==> src/rtl/psup_pkg.sv <==
package psup_pkg;
  localparam int SUP_N = 4;
  localparam int UV_N  = 3;

  typedef enum logic [1:0] {
    SLOT_OFF  = 2'd0,
    SLOT_ON   = 2'd1,
    SLOT_TRIP = 2'd2
  } slot_st_e;
endpackage

==> src/rtl/psup_sync.sv <==
module psup_sync #(
  parameter int W      = 1,
  parameter int STAGES = 2
) (
  input  logic         clk,
  input  logic         rst_n,
  input  logic [W-1:0] d,
  output logic [W-1:0] q
);
  logic [W-1:0] stg_q [STAGES];

  always_ff @(posedge clk or negedge rst_n) begin
    if (!rst_n) begin
      for (int i = 0; i < STAGES; i++) stg_q[i] <= '0;
    end else begin
      stg_q[0] <= d;
      for (int i = 1; i < STAGES; i++) stg_q[i] <= stg_q[i-1];
    end
  end

  assign q = stg_q[STAGES-1];
endmodule

==> src/rtl/psup_filter.sv <==
module psup_filter #(
  parameter int W = 8
) (
  input  logic         clk,
  input  logic         rst_n,
  input  logic         clr,
  input  logic         hit,
  input  logic [W-1:0] limit,
  output logic         trip
);
  logic [W-1:0] cnt_q, cnt_d;
  logic         at_lim;

  assign at_lim = (cnt_q >= limit);
  assign trip   = hit && !clr && at_lim;

  always_comb begin
    cnt_d = cnt_q;
    if (clr || !hit || at_lim) cnt_d = '0;
    else                       cnt_d = cnt_q + 1'b1;
  end

  always_ff @(posedge clk or negedge rst_n) begin
    if (!rst_n) cnt_q <= '0;
    else        cnt_q <= cnt_d;
  end

  // a nonzero count implies an uninterrupted qualifying flag on the last edge
  p_count_needs_hit_r5: assert property (@(posedge clk) disable iff (!rst_n)
    (cnt_q != '0) |-> $past(hit && !clr));
endmodule

==> src/rtl/psup_slot.sv <==
module psup_slot
  import psup_pkg::*;
#(
  parameter int DLY_W = 8
) (
  input  logic             clk,
  input  logic             rst_n,
  input  logic             hold,
  input  logic             req_s,
  input  logic             uv_off,
  input  logic [SUP_N-1:0] oc,
  input  logic [UV_N-1:0]  uv,
  input  logic [DLY_W-1:0] limit,
  output logic [SUP_N-1:0] en,
  output logic             fault_n
);
  slot_st_e st_q, st_d;
  logic     req_d_q;
  logic     hit, clr, trip, req_rise;

  assign hit      = (|oc) || ((st_q == SLOT_ON) && !uv_off && (|uv));
  assign clr      = hold || (st_q == SLOT_TRIP);
  assign req_rise = req_s && !req_d_q;

  psup_filter #(.W(DLY_W)) u_filt (
    .clk   (clk),
    .rst_n (rst_n),
    .clr   (clr),
    .hit   (hit),
    .limit (limit),
    .trip  (trip)
  );

  always_comb begin
    st_d = st_q;
    if (hold) begin
      st_d = SLOT_OFF;
    end else begin
      case (st_q)
        SLOT_OFF:  if (trip) st_d = SLOT_TRIP;
                   else if (req_rise) st_d = SLOT_ON;
        SLOT_ON:   if (trip) st_d = SLOT_TRIP;
                   else if (!req_s) st_d = SLOT_OFF;
        SLOT_TRIP: if (!req_s) st_d = SLOT_OFF;
        default:   st_d = SLOT_OFF;
      endcase
    end
  end

  always_ff @(posedge clk or negedge rst_n) begin
    if (!rst_n) begin
      st_q    <= SLOT_OFF;
      req_d_q <= 1'b0;
    end else begin
      st_q    <= st_d;
      req_d_q <= req_s;
    end
  end

  assign en      = {SUP_N{st_q == SLOT_ON}};
  assign fault_n = (st_q != SLOT_TRIP);

  // supply lockout forces the slot idle on the next edge
  p_hold_idle_r7: assert property (@(posedge clk) disable iff (!rst_n)
    hold |=> (st_q == SLOT_OFF));
  // the latch sets only when the filter has expired
  p_trip_from_filter_r5: assert property (@(posedge clk) disable iff (!rst_n)
    $rose(st_q == SLOT_TRIP) |-> $past(trip));
  // the latch clears only after a low request or a lockout
  p_clear_on_low_req_r6: assert property (@(posedge clk) disable iff (!rst_n)
    $fell(st_q == SLOT_TRIP) |-> ($past(!req_s) || $past(hold)));
  // enabling needs a fresh rising edge of the request
  p_on_needs_edge_r8: assert property (@(posedge clk) disable iff (!rst_n)
    $rose(st_q == SLOT_ON) |-> $past(req_s && !req_d_q));
endmodule

==> src/rtl/dual_slot_power_supervisor.sv <==
module dual_slot_power_supervisor
  import psup_pkg::*;
#(
  parameter int NSLOT = 2,
  parameter int DLY_W = 8
) (
  input  logic                   clk,
  input  logic                   rst_n,
  input  logic                   main_ok,
  input  logic                   uv_off,
  input  logic [NSLOT-1:0]       slot_req,
  input  logic [NSLOT*SUP_N-1:0] oc_flag,
  input  logic [NSLOT*UV_N-1:0]  uv_flag,
  input  logic [NSLOT*DLY_W-1:0] delay_cfg,
  output logic [NSLOT*SUP_N-1:0] sw_en,
  output logic [NSLOT-1:0]       fault_n
);
  logic             rst_q;
  logic             ok_s;
  logic             hold;
  logic [NSLOT-1:0] req_s;

  psup_sync #(.W(1), .STAGES(2)) u_rst_sync (
    .clk(clk), .rst_n(rst_n), .d(1'b1), .q(rst_q)
  );

  psup_sync #(.W(1), .STAGES(2)) u_ok_sync (
    .clk(clk), .rst_n(rst_q), .d(main_ok), .q(ok_s)
  );

  psup_sync #(.W(NSLOT), .STAGES(2)) u_req_sync (
    .clk(clk), .rst_n(rst_q), .d(slot_req), .q(req_s)
  );

  assign hold = !ok_s;

  for (genvar s = 0; s < NSLOT; s++) begin : g_slot
    psup_slot #(.DLY_W(DLY_W)) u_slot (
      .clk     (clk),
      .rst_n   (rst_q),
      .hold    (hold),
      .req_s   (req_s[s]),
      .uv_off  (uv_off),
      .oc      (oc_flag[SUP_N*s +: SUP_N]),
      .uv      (uv_flag[UV_N*s +: UV_N]),
      .limit   (delay_cfg[DLY_W*s +: DLY_W]),
      .en      (sw_en[SUP_N*s +: SUP_N]),
      .fault_n (fault_n[s])
    );
  end
endmodule

==> config.mk <==
export PLATFORM = sky130hd
export DESIGN_NAME = dual_slot_power_supervisor
export DESIGN_NICKNAME = d
export VERILOG_FILES = /design/src/rtl/psup_pkg.sv /design/src/rtl/psup_sync.sv /design/src/rtl/psup_filter.sv /design/src/rtl/psup_slot.sv /design/src/rtl/dual_slot_power_supervisor.sv
export SDC_FILE = /design/constraint.sdc
export NUM_CORES = 1
export LEC_CHECK = 0
export CAP_MARGIN = 10
export CELL_PAD_IN_SITES_DETAIL_PLACEMENT = 1
export CELL_PAD_IN_SITES_GLOBAL_PLACEMENT = 1
export CORE_ASPECT_RATIO = 1.75
export CORE_MARGIN = 1.5
export CORE_UTILIZATION = 30
export CTS_BUF_LIST = sky130_fd_sc_hd__clkbuf_8
export DETAILED_ROUTE_END_ITERATION = 7
export GPL_ROUTABILITY_DRIVEN = 0
export PLACE_DENSITY_LB_ADDON = 0.3
export SLEW_MARGIN = 20
export SYNTH_ARGS = -nofsm -noshare
export SYNTH_HDL_FRONTEND = slang
export SYNTH_HIERARCHICAL = 1
export SYNTH_SLANG_ARGS = --single-unit
==> constraint.sdc <==
create_clock -name clk -period 1.2 [get_ports clk]
set_clock_uncertainty 0.2 [all_clocks]
set_input_delay 0.18 -clock clk [delete_from_list [all_inputs] [get_ports clk]]
set_output_delay 0.18 -clock clk [all_outputs]
set_load 0.05 [all_outputs]
==> flow_metrics.py, run 1 <==
metrics = {
    "power_and_ir_drop": {
        "switching_share_pct": 26.8,
        "power_density_nw_per_um2": 823,
        "p_sw_uw": 679,
        "seqPwrFrac_pct": 42.3,
        "power_mw": 2.53,
        "clock_power_share_pct": 33.5,
        "combPwrFrac_pct": 24.2,
        "p_leak_nw": 1.43,
        "internal-power_mw": 1.85,
        "vdd_drop_max_uv": 694,
    },
    "route": {
        "route.detailed.drc": 0,
        "vias": 1482,
        "routed_wl_microns": 4460,
        "wl_per_cell_microns": 13.4,
        "ant_nets": 0,
        "drt_iter0_markers": 21,
        "first_pass_iters": 4,
        "via_per_inst": 4.45,
    },
    "flow_run": {
        "drv_cap": 0,
    },
    "cells_and_area": {
        "fin_area_sq_um": 3070,
        "diodes": 0,
        "multi_input_area_sq_um": 1090,
        "nFillCells": 640,
        "area_delta_synth_final_pct": 69.0,
        "regArea_sq_um": 751,
        "drive_above_1_share_pct": 41.2,
        "layout.cells.non_filler": 333,
        "fin_nets": 308,
    },
    "timing": {
        "slew_viol_final": 0,
        "rsz0062_at_grt": "true",
        "post-route-period-util_pct": 194,
        "finalHoldViolations": 0,
        "setup_viol": 30,
        "clock.fmax_mhz": 429,
        "setup_ws_ns": -1.13,
        "whs_ns": 0.0220,
        "fin_crit_ns": 2.33,
    },
    "synth": {
        "syn_nets": 222,
        "muxShareOfSynthArea_pct": 0,
        "synthCells": 168,
        "yosysTopAreaCell": "dfrtp_1",
        "synth_adder_area_share_pct": 12.4,
        "netlist_top_cells_area": "dfrtp_1 41%, ha_1 12%, nor3_2 8.8%, inv_1 4.3%, xor2_1 3.9%",
        "ys_types": 30,
        "synth_top_family_by_area": "simple AND/OR/NAND/NOR gates",
        "synth_seq_cells": 30,
        "synth_warnings": 6,
        "synth-edff-count": 0,
        "synth-simple-area-share_pct": 23.4,
        "synthTopCellsByCount": "30 x dfrtp_1, 21 x inv_1, 18 x ha_1",
        "synth_ff_type": "dfrtp_1",
        "syn_area_sq_um": 1820,
        "synth_compound_area_share_pct": 8.94,
        "syn_area_per_cell_sq_um": 10.8,
        "synth_xor_area_share_pct": 5.78,
        "async_flop_share_pct": 100,
        "synth_top_area_share_pct": 41.3,
        "yosysSeqAreaShare_pct": 41.3,
        "yosysMostFrequentCell": "dfrtp_1",
    },
    "global_routing": {
        "grt_overflow_total": 0,
        "first_global_vias": 1731,
        "grt_max_degree": 16,
        "antenna_found_initial": 0,
        "grt_pass1_wl_microns": 7420,
        "track_usage_pct": 15.3,
    },
    "die": {
        "core_sq_um": 5880,
        "die_x_microns": 61.9,
        "dieHeight_microns": 106,
        "start_util_pct": 30.9,
        "rows": 37,
        "pin_count": 46,
        "die_area_sq_um": 6560,
    },
    "placed_design": {
        "dpl-instance-area_sq_um": 2720,
        "dp.cells": 318,
        "port_buffers": 45,
        "dp_hpwl_microns": 3650,
    },
    "setup_path": {
        "worstPathArrival_ns": 2.34,
        "cp-end-kind": "register",
        "worstPathCellList": "ha_2 -> or4_4 -> a21oi_4 -> o31ai_4 -> nor2b_4 -> or4b_4 -> a21oi_2",
        "worst-r2r-setup-slack_ns": -1.13,
        "critPathTopFamily": "simple AND/OR/NAND/NOR gates",
        "crit_type": "reg -> reg",
        "worstPathMaxFanout": 2,
        "worstPathBufferInverterCount": 0,
        "slowest_stage": "or4_4",
        "critPathRequiredTime_ns": 1.21,
        "cpPeakStageDelay_ns": 0.54,
        "cp-start-kind": "register",
    },
    "clocking": {
        "cts_made_buffers": 5,
        "clk_pin_slew_ns": 0.07,
        "cts-root-buf": "clkbuf_8",
        "htree_levels": 2,
        "clock_latency_ns": 0.28,
        "cts.sinks": 30,
        "cts_tree": "yes",
        "ctsLongestPathBuffers": 2,
    },
    "status": {
        "status": "complete, but fails checks",
        "violations": "negative setup slack",
    },
    "hold_path": {
        "hp-class": "reg -> async",
    },
}
[area by class of cell]
class	count	share of cell area, %
Multi-Input combinational cell	107	35.5
Clock inverter	2	0.407
Tap cell	78	3.17
Timing Repair Buffer	89	31.1
Clock buffer	6	2.69
Inverter	21	2.73
Sequential cell	30	24.4
[final timing paths]
kind	start	end	depth (start not counted)
worst max-delay path	g_slot[1].u_slot/u_filt/cnt_q[2]	g_slot[1].u_slot/st_q[0]	7
worst min-delay path	u_rst_sync/q	g_slot[0].u_slot/u_filt/cnt_q[3]	1
worst max register to register	g_slot[1].u_slot/u_filt/cnt_q[2]	g_slot[1].u_slot/st_q[0]	7
worst min register to register	u_rst_sync/q	g_slot[0].u_slot/u_filt/cnt_q[3]	1
max in group asynchronous	rst_n	u_rst_sync/stg_q[1]	2
min in group clk	slot_req[0]	u_req_sync/stg_q[2]	1
[kinds of logic (layout without fill, tap and decap cells)]
logic type | Yosys count | after routing
simple gates | 58 | 58
compound gates | 18 | 18
other cells | 1 | 1
xor+xnor | 12 | 12
buf+inv | 31 | 118
fa+ha+maj | 18 | 18
flops | 30 | 30
[state kept, by name, indices dropped and copies added, names as in the netlist]
signal / cells
u_req_sync/q: 2
u_rst_sync/q: 1
g_slot.u_slot/st_q: 4
u_rst_sync/stg_q: 1
u_req_sync/stg_q: 2
g_slot.u_slot/req_d_q: 2
u_ok_sync/q: 1
g_slot.u_slot/u_filt/cnt_q: 16
u_ok_sync/stg_q: 1
[stage by stage]
step	util [%]	setup slack, ns	setup TNS (ns)
4_1_cts	50.3	-1.14	-20.42
2_1_floorplan	-	-1.15	-13.73
3_5_place_dp	46.2	-1.46	-23.60
6_report	52.3	-1.13	-20.12
3_3_place_gp	46.2	-1.41	-22.68
5_1_grt	52.3	-1.18	-21.83
[power groups by stage]
stage | combinational [mW] | clock, mW | sequential, mW
2_1_floorplan | 0.263 | 0 | 1.10
3_3_place_gp | 0.534 | 0 | 1.09
3_5_place_dp | 0.547 | 0 | 1.09
4_1_cts | 0.590 | 0.883 | 1.07
5_1_grt | 0.664 | 0.928 | 1.07
6_report | 0.612 | 0.846 | 1.07
[routing by layer]
| metal | share of wire (%) | wire length [microns] | GRT usage (%) |
|---|---|---|---|
| met1 | 33 | 1490 | 13.9 |
| met2 | 65 | 2890 | 31.3 |
| met3 | 0.99 | 44 | 2.31 |
| met4 | 0.76 | 34 | 4.56 |
| met5 | 0 | 0 | 0 |
[timing repair]
item,4_1_cts,5_1_grt
buffers inserted,8,2
hold endpoints to repair,2,0
resized for setup,20,27
hold buffers,1,0
endpoints found under the setup margin,30,30
pin swaps,5,6
[cells in the final DEF, fill, tap and decap left out, types with 2 or more instances in the layout]
cell,synthesis,layout
a21oi_4,2,2
nand2_1,2,2
buf_12,0,13
xnor2_1,4,4
nand3b_1,2,2
clkbuf_8,0,6
ha_2,0,5
o21a_1,2,2
or4b_4,0,2
nand2b_1,8,8
clkdlybuf4s50_1,0,30
nor4_1,2,2
dfrtp_1,30,30
nor2b_4,0,2
a21oi_1,8,3
a21o_1,2,2
buf_4,8,33
and3_1,4,4
or2b_4,0,2
nor3_2,16,4
o41ai_1,2,2
ha_1,18,12
buf_6,0,7
nand3_1,6,6
nand4_1,2,2
dlymetal6s2s_1,0,4
inv_1,21,19
nor3_4,0,12
xor2_1,8,8
nor3_1,2,2
or4_4,2,2
o31ai_4,2,2
inv_4,0,2
a21oi_2,0,5
and2_1,2,2
nor2_4,0,2
(Power assumes the default switching activity.)
==> inputs of run 2 (changes only) <==
--- a/config.mk
+++ b/config.mk
@@ -14,7 +14,7 @@
 export CTS_BUF_LIST = sky130_fd_sc_hd__clkbuf_8
 export DETAILED_ROUTE_END_ITERATION = 7
 export GPL_ROUTABILITY_DRIVEN = 0
-export PLACE_DENSITY_LB_ADDON = 0.3
+export PLACE_DENSITY_LB_ADDON = 0.1
 export SLEW_MARGIN = 20
 export SYNTH_ARGS = -nofsm -noshare
 export SYNTH_HDL_FRONTEND = slang
==> run 2 against run 1 <==
The flow still finishes with violations (negative setup slack); critical path depth unchanged; global-route usage grew 0.93 points; largest cell class unchanged; highest routed layer unchanged; combinational power grew 1%; setup slack got worse by 0.051 ns; total power up 7.9%; non-clock buffer count is 4 higher; sequential cell count unchanged; worst hold slack worse by 0.016 ns; register-to-register slack got worse by 0.05 ns; core utilization increased by 0.11 points; first-iteration DRC count down 57%.
==> flow_metrics.py, run 2 (synthesis results as in run 1) <==
metrics = {
    "power_and_ir_drop": {
        "power_mw": 2.73,
        "vdd_drop_max_uv": 882,
        "internal-power_mw": 2.06,
        "switching_share_pct": 24.7,
        "seqPwrFrac_pct": 39.3,
        "p_leak_nw": 1.44,
        "p_sw_uw": 674,
        "power_density_nw_per_um2": 886,
        "combPwrFrac_pct": 22.7,
        "clock_power_share_pct": 38.0,
    },
    "global_routing": {
        "track_usage_pct": 16.3,
        "grt_overflow_total": 0,
        "grt_max_degree": 16,
        "antenna_found_initial": 0,
        "first_global_vias": 1799,
        "grt_pass1_wl_microns": 7910,
    },
    "timing": {
        "rsz0062_at_grt": "true",
        "clock.fmax_mhz": 420,
        "tns_ns": -21.52,
        "setup_viol": 30,
        "post-route-period-util_pct": 198,
        "setup_ws_ns": -1.18,
        "slew_viol_final": 0,
        "fin_crit_ns": 2.38,
        "finalHoldViolations": 0,
    },
    "placed_design": {
        "port_buffers": 45,
        "dp_hpwl_microns": 3830,
    },
    "status": {
        "violations": "negative setup slack",
        "status": "complete, but fails checks",
    },
    "clocking": {
        "htree_levels": 2,
        "cts_tree": "yes",
        "clk_pin_slew_ns": 0.06,
        "clock_latency_ns": 0.28,
        "ctsLongestPathBuffers": 2,
        "cts-root-buf": "clkbuf_8",
        "cts_made_buffers": 5,
        "cts.sinks": 30,
    },
    "setup_path": {
        "cpPeakStageDelay_ns": 0.54,
        "worst-r2r-setup-slack_ns": -1.18,
        "worstPathArrival_ns": 2.39,
        "worstPathCellList": "ha_2 -> or4_4 -> a21oi_4 -> o31ai_4 -> nor2b_4 -> or4b_1 -> a21oi_1",
        "crit_type": "reg -> reg",
        "r2r-end": "g_slot[1].u_slot/st_q[0]",
        "critPathRequiredTime_ns": 1.20,
        "worstPathMaxFanout": 2,
        "worstRegToRegCells": 7,
        "timing.rr.start": "g_slot[1].u_slot/u_filt/cnt_q[1]",
        "cp-start-kind": "register",
        "cp-end-kind": "register",
        "slowest_stage": "or4_4",
    },
    "die": {
        "core_sq_um": 5880,
        "dieHeight_microns": 106,
        "die_x_microns": 61.9,
        "die_area_sq_um": 6560,
        "rows": 37,
        "start_util_pct": 30.9,
        "pin_count": 46,
    },
    "cells_and_area": {
        "layout_commonest_cell": "buf_4",
        "largest_register_ffs": 16,
        "drive_above_1_share_pct": 40.3,
        "diodes": 0,
        "largestRegisters": "g_slot.u_slot/u_filt/cnt_q x16, g_slot.u_slot/st_q x4",
        "fin_nets": 312,
        "final_cell_mix": "38 x buf_4, 33 x clkdlybuf4s50_1, 30 x dfrtp_1",
        "area_delta_synth_final_pct": 69.3,
        "top_register": "g_slot.u_slot/u_filt/cnt_q",
    },
    "route": {
        "wl_per_cell_microns": 14.3,
        "route.detailed.drc": 0,
        "first_pass_iters": 2,
        "drt_iter0_markers": 9,
        "routed_wl_microns": 4810,
        "vias": 1554,
        "via_per_inst": 4.63,
        "ant_nets": 0,
    },
    "hold_path": {
        "hp-class": "reg -> async",
    },
    "flow_run": {
        "drv_cap": 0,
    },
}
[run 2: area by class of cell]
| type | instances | area (sq um) |
|---|---|---|
| repair buffers | 93 | 978 |
| inverters | 21 | 81.3 |
| fillers | 660 | 2800 |
| multi-input cells | 107 | 1060 |
| flip-flops and latches | 30 | 751 |
| clock inverters | 1 | 30.0 |
| clock buffers | 6 | 82.6 |
| well taps | 78 | 97.6 |
[run 2: critical path: cells and delay by family (launching register included)]
family	cells	cell delay (ns)
adder cells (fa/ha/maj)	1	0.19
AND/OR/NAND/NOR	3	1.14
AO/OA/AOI/OAI	3	0.37
flip-flops	1	0.41
[run 2: worst max path at each step]
stage,cells past startpoint,slack [ns],startpoint,to
5_1_grt,7,-1.23,g_slot[1].u_slot/u_filt/cnt_q[1],g_slot[1].u_slot/st_q[0]
3_3_place_gp,9,-1.41,delay_cfg[1],g_slot[0].u_slot/st_q[0]
4_1_cts,7,-1.19,g_slot[1].u_slot/u_filt/cnt_q[1],g_slot[1].u_slot/st_q[0]
6_report,7,-1.18,g_slot[1].u_slot/u_filt/cnt_q[1],g_slot[1].u_slot/st_q[0]
2_1_floorplan,7,-1.15,g_slot[0].u_slot/u_filt/cnt_q[2],g_slot[0].u_slot/st_q[0]
3_5_place_dp,9,-1.48,delay_cfg[3],g_slot[0].u_slot/st_q[0]
[run 2: per-stage QoR]
step	hold slack, ns	worst slack (ns)	util, %	instances	area, sq um
after CTS	0.0187	-1.19	50.3	333	2960
after detailed placement	0.0168	-1.48	46.4	319	2730
final	0.00637	-1.18	52.4	336	3080
after floorplan	-0.316	-1.15	-	168	1860
after global routing	0.0461	-1.23	52.4	336	3080
after global placement	0.00233	-1.41	46.4	319	2730
[run 2: repair_timing]
item,4_1_cts,5_1_grt
buffers inserted,8,5
gates resized for setup,16,22
pin swaps,3,2
hold buffers,1,0
setup endpoints to repair,30,30
hold endpoints to repair,2,0
[run 2: metal layers]
metal / vias to the layer above / track usage (%) / share of wire [%]
li1: 749 / - / -
met1: 784 / 14.8 / 31
met2: 16 / 32.8 / 65
met3: 5 / 3.28 / 2.3
met4: 0 / 4.56 / 1.5
met5: - / 0 / 0
[run 2: power groups by stage]
stage	clock [mW]	combinational, mW	sequential (mW)
after global routing	1.11	0.672	1.08
final	1.04	0.619	1.07
after floorplan	0	0.263	1.10
after detailed placement	0	0.554	1.09
after CTS	1.07	0.584	1.07
after global placement	0	0.529	1.09
==> inputs of run 3 (changes only) <==
==> constraint.sdc (replaced) <==
create_clock -name clk -period 2.5 [get_ports clk]
set_clock_uncertainty 0.2 [all_clocks]
set_input_delay 0.375 -clock clk [delete_from_list [all_inputs] [get_ports clk]]
set_output_delay 0.375 -clock clk [all_outputs]
set_load 0.05 [all_outputs]
==> run 3 against run 2 <==
The run now ends clean; core utilization shrank 8.8 points; combinational power shrank 65%; worst hold slack improved by 0.038 ns; non-clock buffer count fell by 35; clock power down 53%; count of clock-buffer cells in the layout decreased by 1; global-route usage shrank 2.0 points; critical path type unchanged; sequential cell count stayed put; highest routed layer unchanged.
==> flow_metrics.py, run 3 (synthesis results as in run 1) <==
metrics = {
    "power_and_ir_drop": {
        "power_density_nw_per_um2": 475,
        "combPwrFrac_pct": 17.5,
        "vdd_drop_max_uv": 413,
        "p_sw_uw": 310,
        "seqPwrFrac_pct": 42.6,
        "clock_power_share_pct": 39.9,
        "switching_share_pct": 25.5,
        "internal-power_uw": 908,
        "p_leak_nw": 1.18,
        "power_mw": 1.22,
    },
    "cells_and_area": {
        "final_cell_mix": "37 x clkdlybuf4s50_1, 30 x dfrtp_1, 21 x inv_1",
        "nFillCells": 660,
        "drive_above_1_share_pct": 25.4,
        "multi_input_area_sq_um": 982,
        "layout.cells.non_filler": 302,
        "largestRegisters": "g_slot.u_slot/u_filt/cnt_q x16, g_slot.u_slot/st_q x4",
        "diodes": 0,
        "regArea_sq_um": 751,
        "fin_area_sq_um": 2560,
        "area_delta_synth_final_pct": 41.0,
        "fin_nets": 277,
        "top_register": "g_slot.u_slot/u_filt/cnt_q",
        "largest_register_ffs": 16,
        "layout_commonest_cell": "clkdlybuf4s50_1",
    },
    "global_routing": {
        "grt_overflow_total": 0,
        "grt_max_degree": 29,
        "first_global_vias": 1629,
        "antenna_found_initial": 0,
        "grt_pass1_wl_microns": 6930,
        "track_usage_pct": 14.3,
    },
    "hold_path": {
        "hp-class": "reg -> async",
    },
    "setup_path": {
        "critPathRequiredTime_ns": 2.50,
        "cp-start-kind": "register",
        "worstPathMaxFanout": 4,
        "timing.rr.start": "g_slot[1].u_slot/u_filt/cnt_q[1]",
        "slowest_stage": "or4b_4",
        "startpoint": "g_slot[1].u_slot/u_filt/cnt_q[1]",
        "crit_type": "reg -> reg",
        "cpPeakStageDelay_ns": 0.53,
        "worstPathArrival_ns": 2.45,
        "worstPathCellList": "ha_2 -> or4_4 -> a21oi_4 -> o31ai_4 -> nor2b_4 -> or4b_4 -> a21oi_2",
        "cp-end-kind": "register",
    },
    "route": {
        "wl_per_cell_microns": 14.6,
        "via_per_inst": 4.65,
        "ant_nets": 0,
        "vias": 1405,
        "first_pass_iters": 4,
        "routed_wl_microns": 4420,
        "route.detailed.drc": 0,
        "drt_iter0_markers": 5,
    },
    "die": {
        "dieHeight_microns": 106,
        "die_x_microns": 61.9,
        "pin_count": 46,
        "start_util_pct": 30.9,
        "rows": 37,
        "die_area_sq_um": 6560,
        "core_sq_um": 5880,
    },
    "timing": {
        "setup_viol": 0,
        "slew_viol_final": 0,
        "post-route-period-util_pct": 97.9,
        "worst_pin_slew_ns": 0.510,
        "whs_ns": 0.0445,
        "finalHoldViolations": 0,
        "fin_crit_ns": 2.45,
        "clock.fmax_mhz": 408,
        "max-slew-margin-rel_pct": 65.9,
    },
    "placed_design": {
        "dp.cells": 288,
        "dp_hpwl_microns": 3560,
        "dpl-instance-area_sq_um": 2350,
        "port_buffers": 45,
    },
    "clocking": {
        "ctsLongestPathBuffers": 2,
        "cts_made_buffers": 5,
        "cts.sinks": 30,
        "cts-root-buf": "clkbuf_8",
        "htree_levels": 2,
        "clk_pin_slew_ns": 0.07,
        "clock_latency_ns": 0.28,
        "cts_tree": "yes",
        "cts_hold_buf": 0,
    },
    "flow_run": {
        "drv_cap": 0,
    },
    "status": {
        "status": "finished clean",
    },
}
run 3: cell count changes in the layout (fill, tap and decap cells not counted), moves of 3 or more:
cell             previous run  this run
buf_4                      38        13
buf_12                     13         0
nor3_2                      5        16
nor3_4                     11         0
dlygate4sd2_1               0         7
buf_6                       6         0
clkdlybuf4s50_1            33        37
ha_1                       13        10
run 3: worst max-delay path, delay by kind of cell, from the launching register on:
family                     cells  cell delay (ns)
and+or+nand+nor                3             1.19
DFF                            1             0.42
AOI/OAI and AO/OA              3             0.37
adders and majority gates      1             0.19
run 3: final timing paths:
path                            slack [ns]                               end  depth (start not counted)
worst min-delay path                  0.04  g_slot[1].u_slot/u_filt/cnt_q[5]                          1
worst min register to register        0.04  g_slot[1].u_slot/u_filt/cnt_q[5]                          1
worst max-delay path                  0.05          g_slot[1].u_slot/st_q[0]                          7
worst max register to register        0.05          g_slot[1].u_slot/st_q[0]                          7
min in group clk                      0.15                      u_rst_sync/q                          0
max in group asynchronous             1.78          g_slot[0].u_slot/st_q[0]                          1
run 3: what timing repair did:
action,4_1_cts,5_1_grt
resized for setup,20,4
pin swaps,6,4
buffers inserted,5,1
endpoints found under the setup margin,2,2
run 3: final cells by class:
class / count / share of cell area, %
Clock buffer: 5 / 2.68
Inverter: 21 / 3.07
Tap cell: 78 / 3.80
Multi-Input combinational cell: 107 / 38.3
Timing Repair Buffer: 58 / 21.1
Sequential cell: 30 / 29.3
Clock inverter: 3 / 1.76
run 3: through the flow:
stage               utilization, %  setup TNS (ns)  setup WS [ns]
floorplan                        -               0         0.0960
global placement              40.0          -0.657         -0.335
detailed placement            40.0           -1.37         -0.412
CTS                           43.1               0         0.0188
global route                  43.6        -0.00218       -0.00218
finish                        43.6               0         0.0518
run 3: power groups by stage:
stage / sequential [mW] / clock, mW / combinational, mW
floorplan: 0.529 / 0 / 0.120
global placement: 0.527 / 0 / 0.206
detailed placement: 0.528 / 0 / 0.214
CTS: 0.518 / 0.506 / 0.216
global route: 0.521 / 0.527 / 0.235
finish: 0.518 / 0.486 / 0.214
run 3: metal layers:
metal	share of wire (%)	routed length, microns	vias up	track usage, %
li1	-	-	676	-
met1	33	1440	703	12.6
met2	64	2840	24	29.0
met3	2.3	102	2	2.92
met4	0.72	32	0	4.10
met5	0	0	-	0
